--- src/rtl/irq_dispatch.sv ---
module irq_dispatch #(
  parameter int AW = 16,
  parameter int TW = 16,
  parameter int IW = 8,
  parameter int unsigned SP_BASE = 'h0F00
) (
  input  logic            clk,
  input  logic            rst_n,
  input  logic            check_req,
  input  logic            ev_ov,
  input  logic            ev_mp,
  input  logic            ev_pi,
  input  logic            ev_io,
  input  logic            ev_svc,
  input  logic [IW-1:0]   svc_index,
  input  logic            tmr_load,
  input  logic [TW-1:0]   tmr_value,
  input  logic            user_ret,
  input  logic [AW-1:0]   pc_in,
  input  logic [6*AW-1:0] vec_table,
  output logic            mem_we,
  output logic [AW-1:0]   mem_addr,
  output logic [AW-1:0]   mem_wdata,
  output logic            pc_we,
  output logic [AW-1:0]   pc_next,
  output logic            sup_mode,
  output logic            done,
  output logic [AW-1:0]   sp_out,
  output logic [IW-1:0]   svc_b
);

  localparam int NCAUSE = 6;
  localparam int FIRST_RESUME = 3;

  logic [NCAUSE-1:0] pend, set_v, clr_v, win;
  logic [2:0]        win_idx, held_idx;
  logic [TW-1:0]     tcnt;
  logic              busy, ti_set, take;

  assign ti_set = (tcnt == TW'(1)) && !tmr_load;
  assign set_v  = {ev_svc, ev_io, ti_set, ev_pi, ev_mp, ev_ov};
  assign take   = check_req && !busy;

  always_comb begin
    win_idx = 3'd0;
    for (int k = NCAUSE-1; k >= 0; k--)
      if (pend[k]) win_idx = 3'(k);
  end

  assign win   = (pend != '0) ? (NCAUSE'(1) << win_idx) : '0;
  assign clr_v = take ? win : '0;

  function automatic logic [AW-1:0] vec_of(input logic [2:0] i);
    return vec_table[i*AW +: AW];
  endfunction

  always_ff @(posedge clk) begin
    if (!rst_n) begin
      pend      <= '0;
      tcnt      <= '0;
      svc_b     <= '0;
      busy      <= 1'b0;
      held_idx  <= '0;
      mem_we    <= 1'b0;
      mem_addr  <= '0;
      mem_wdata <= '0;
      pc_we     <= 1'b0;
      pc_next   <= '0;
      sup_mode  <= 1'b0;
      done      <= 1'b0;
      sp_out    <= AW'(SP_BASE);
    end else begin
      pend   <= (pend & ~clr_v) | set_v;
      mem_we <= 1'b0;
      pc_we  <= 1'b0;
      done   <= 1'b0;

      if (tmr_load)            tcnt <= tmr_value;
      else if (tcnt != '0)     tcnt <= tcnt - TW'(1);

      if (ev_svc) svc_b <= svc_index;
      if (user_ret) sup_mode <= 1'b0;

      if (busy) begin
        busy     <= 1'b0;
        pc_we    <= 1'b1;
        pc_next  <= vec_of(held_idx);
        sup_mode <= 1'b1;
        done     <= 1'b1;
      end else if (check_req) begin
        if (pend == '0) begin
          done <= 1'b1;
        end else if (int'(win_idx) < FIRST_RESUME) begin
          pc_we    <= 1'b1;
          pc_next  <= vec_of(win_idx);
          sup_mode <= 1'b1;
          done     <= 1'b1;
        end else begin
          mem_we    <= 1'b1;
          mem_addr  <= sp_out;
          mem_wdata <= pc_in;
          sp_out    <= sp_out + AW'(1);
          held_idx  <= win_idx;
          busy      <= 1'b1;
        end
      end
    end
  end

endmodule


--- config.mk ---
export PLATFORM = sky130hd
export DESIGN_NAME = irq_dispatch
export DESIGN_NICKNAME = d
export VERILOG_FILES = /design/src/rtl/irq_dispatch.sv
export SDC_FILE = /design/constraint.sdc
export NUM_CORES = 1
export LEC_CHECK = 0
export CORE_ASPECT_RATIO = 0.5
export CORE_UTILIZATION = 39
export CTS_CLUSTER_SIZE = 14
export DETAILED_ROUTE_END_ITERATION = 6
export MAX_ROUTING_LAYER = met4
export PLACE_DENSITY = 0.82
export RECOVER_POWER = 100
export SLEW_MARGIN = 15
export SYNTH_ARGS = -nofsm -noshare
export SYNTH_HDL_FRONTEND = slang
export SYNTH_SLANG_ARGS = --single-unit
--- constraint.sdc ---
create_clock -name clk -period 2.1 [get_ports clk]
set_clock_uncertainty 0.1 [all_clocks]
set_input_delay 0.42 -clock clk [delete_from_list [all_inputs] [get_ports clk]]
set_output_delay 0.42 -clock clk [all_outputs]
set_load 0.01 [all_outputs]
==> run metrics <==
run status finished, final reports clean; clock root buffer clkbuf_16; worst min path class reg -> reg; synth top area cells dfxtp_1, mux2i_1, nand2_1; largest net degree at the start of global routing 35; P_int roughly 3.5 mW; Core ar. 12,700 um2; Chip Height 82.8 um; H-tree depth 3; number of global-route vias before repair approximately 4,700; Synth Register Bits ~100; Avg Vias per Cell approximately 5.3; site row count 29; RSZ-0062 raised after global routing yes; Combinational Power Share 0.242; Worst EP arrival roughly 2.2 ns; Switch Pwr about 1.4 mW; Tcrit/Tclk final 0.994; Final WS setup 0.0125 ns; grt ovf 0; Yosys top cell by area dfxtp_1; Pwr Total approximately 4.9 mW; Fin. Hold Viols 0; Synth top area share 0.397; Avg WL per Cell 16.2 um; Mapped Cells roughly 600; MaxCap Viol Count 0; worst slew pin tran 0.528 ns; Crit Path Max Fanout 8; Leak 3.16 nW; Overall Global Routing Usage 0.225; die area 13,500 um2; Area growth, synth to finish 58.9%; num ports 222; Port Buffers ~220; crit path capture type register; Max Freq ~480 MHz; final setup vio count 0; part of the power in registers 0.426; Slew HR 0.647; Post-synth EDFFs 0; RePlAce Congestion approximately 0.90; register area 2020 um2; Sink Count 101; dpl hpwl roughly 12,000 um; DP Worst Slack -0.215 ns; worst hold slack between 0.3 and 0.4 ns; Slowest cell on crit path o41a_1; ant diodes 0; dpl cell area a little under 8000 um2; DR pass1 iterations 5; remaining antenna violation count 0; routed wire length 16,100 um; DRC errors left 0; Setup TNS Final 0 ns; Net Sw Frac 0.280; worst skew pair latency around 0.34 ns; adder-cell share of the synthesized area 0.00984; Via Count roughly 5,300; CTS Buffer Depth 2; layout cell share with drive strength beyond 1 0.109; area of the multi-input gates roughly 3000 um2; Die Width approximately 160 um; cell area power density 608 nW/um2; Post-Synth Simple-Gate Area 0.209; Avg Cell Area, Syn 8.64 um2; largest family of logic cells by synthesized area compound AO/OA/AOI/OAI gates; synth unique cells 55; starting density of the core 0.401; CP Cell Sequence or3_4 -> o41a_1 -> o21ai_4 -> o221ai_1 -> o221a_2; CTS buffer count 9; sequential element share of the synthesized area 0.397; Synth Net Count roughly 740; most common cell in the netlist dfxtp_1; minimum clock period roughly 2.1 ns; Max Slew Vio Count 0; Synth Area in Compound Gates 0.225; CTS tree yes; Fillers between 1,000 and 1,500; Worst-path clk slew roughly 0.08 ns; Startpoint Class register; Synth top cells by count dfxtp_1, nand2_1, mux2i_1; fin nets 972; Clk pwr share 0.332; Setup CP Type reg -> reg; Synth warnings 0; Post-synth top flop dfxtp_1; VDD IR max between 400 and 500 uV; multiplexer area fraction after synthesis 0.0868; global-route wire length before repair 23,400 um; XOR/XNOR share of the synthesized area 0.0344; design area just over 8000 um2; Async SR Flop Fraction 0; synthesized area around 5100 um2; CP peak stage delay approximately 0.51 ns; initial antenna violation count 0; Crit path required time around 2.2 ns; DR iter-0 viols 400
[power by group through the flow]
stage / logic (mW) / registers [mW] / clock network [mW]
6_report: 1.19 / 2.10 / 1.63
5_1_grt: 1.28 / 2.11 / 1.76
4_1_cts: 1.17 / 2.09 / 1.69
3_5_place_dp: 1.15 / 2.14 / 0
3_3_place_gp: 1.13 / 2.13 / 0
2_1_floorplan: 0.517 / 2.16 / 0
[logic make-up (layout without fill, tap and decap cells)]
| family | Yosys count | in the layout |
|---|---|---|
| and+or+nand+nor | 218 | 218 |
| DFF | 101 | 101 |
| adders and majority gates | 4 | 4 |
| AOI/OAI and AO/OA | 155 | 156 |
| xor gates and xnor gates | 20 | 20 |
| buffers and inverters | 47 | 284 |
| muxes | 44 | 44 |
[flip-flops by register name, indices dropped and copies added (netlist names), 3 cells and up]
signal	cells
pend	6
pc_next	16
svc_b	8
tcnt	16
mem_wdata	16
sp_out	16
mem_addr	16
held_idx	3
[layer usage]
| layer | GRT usage | part of all wire | vias to the layer above |
|---|---|---|---|
| met3 | 0.0383 | 0.042 | 20 |
| met1 | 0.278 | 0.45 | 2494 |
| met4 | 0.0630 | 0.012 | 0 |
| met2 | 0.386 | 0.50 | 153 |
| met5 | - | 0 | - |
| li1 | - | - | 2595 |
[layout make-up]
cell class / count / share of cell area
inverters: 5 / 0.00232
multi-input cells: 442 / 0.366
well taps: 170 / 0.0263
clock inverters: 6 / 0.00681
clock buffers: 10 / 0.0296
repair buffers: 263 / 0.319
flip-flops and latches: 101 / 0.250
[cell usage in the layout, fill, tap and decap left out, types with 13 or more instances in the layout]
cell type,instances
a21oi_1,30
mux2i_1,43
nand3_1,23
o221ai_1,15
dlygate4sd3_1,76
buf_4,27
nor2_1,20
o221a_2,13
o21ai_0,25
clkdlybuf4s50_1,144
nand2_1,99
nor2b_1,13
a21boi_0,35
dfxtp_1,99
[final timing paths]
| kind | startpoint | endpoint | slack, ns | cells past startpoint |
|---|---|---|---|---|
| min | mem_addr[6] | mem_addr[6] | 0.36 | 2 |
| max | pend[2] | pc_next[7] | 0.01 | 5 |
| max reg2reg | pend[2] | pc_next[7] | 0.01 | 5 |
| min reg2reg | mem_addr[6] | mem_addr[6] | 0.36 | 2 |
[per-stage QoR]
step | instances | util
final | 997 | 0.637
after global placement | 977 | 0.606
after detailed placement | 977 | 0.606
after CTS | 993 | 0.631
after floorplan | 589 | -
after global routing | 997 | 0.637
[timing repair]
action	in CTS	in global routing
endpoints found under the setup margin	18	30
gates resized for setup	5	12
buffers inserted	0	1
gates cloned	0	3
pin swaps	0	2
hold buffers	0	0
[critical path, delay by kind of cell, from the launching register on]
family	cells	cell delay, ns
compound gates	4	1.16
simple gates	1	0.40
flops	1	0.31
Power figures use the tool's default switching activity.
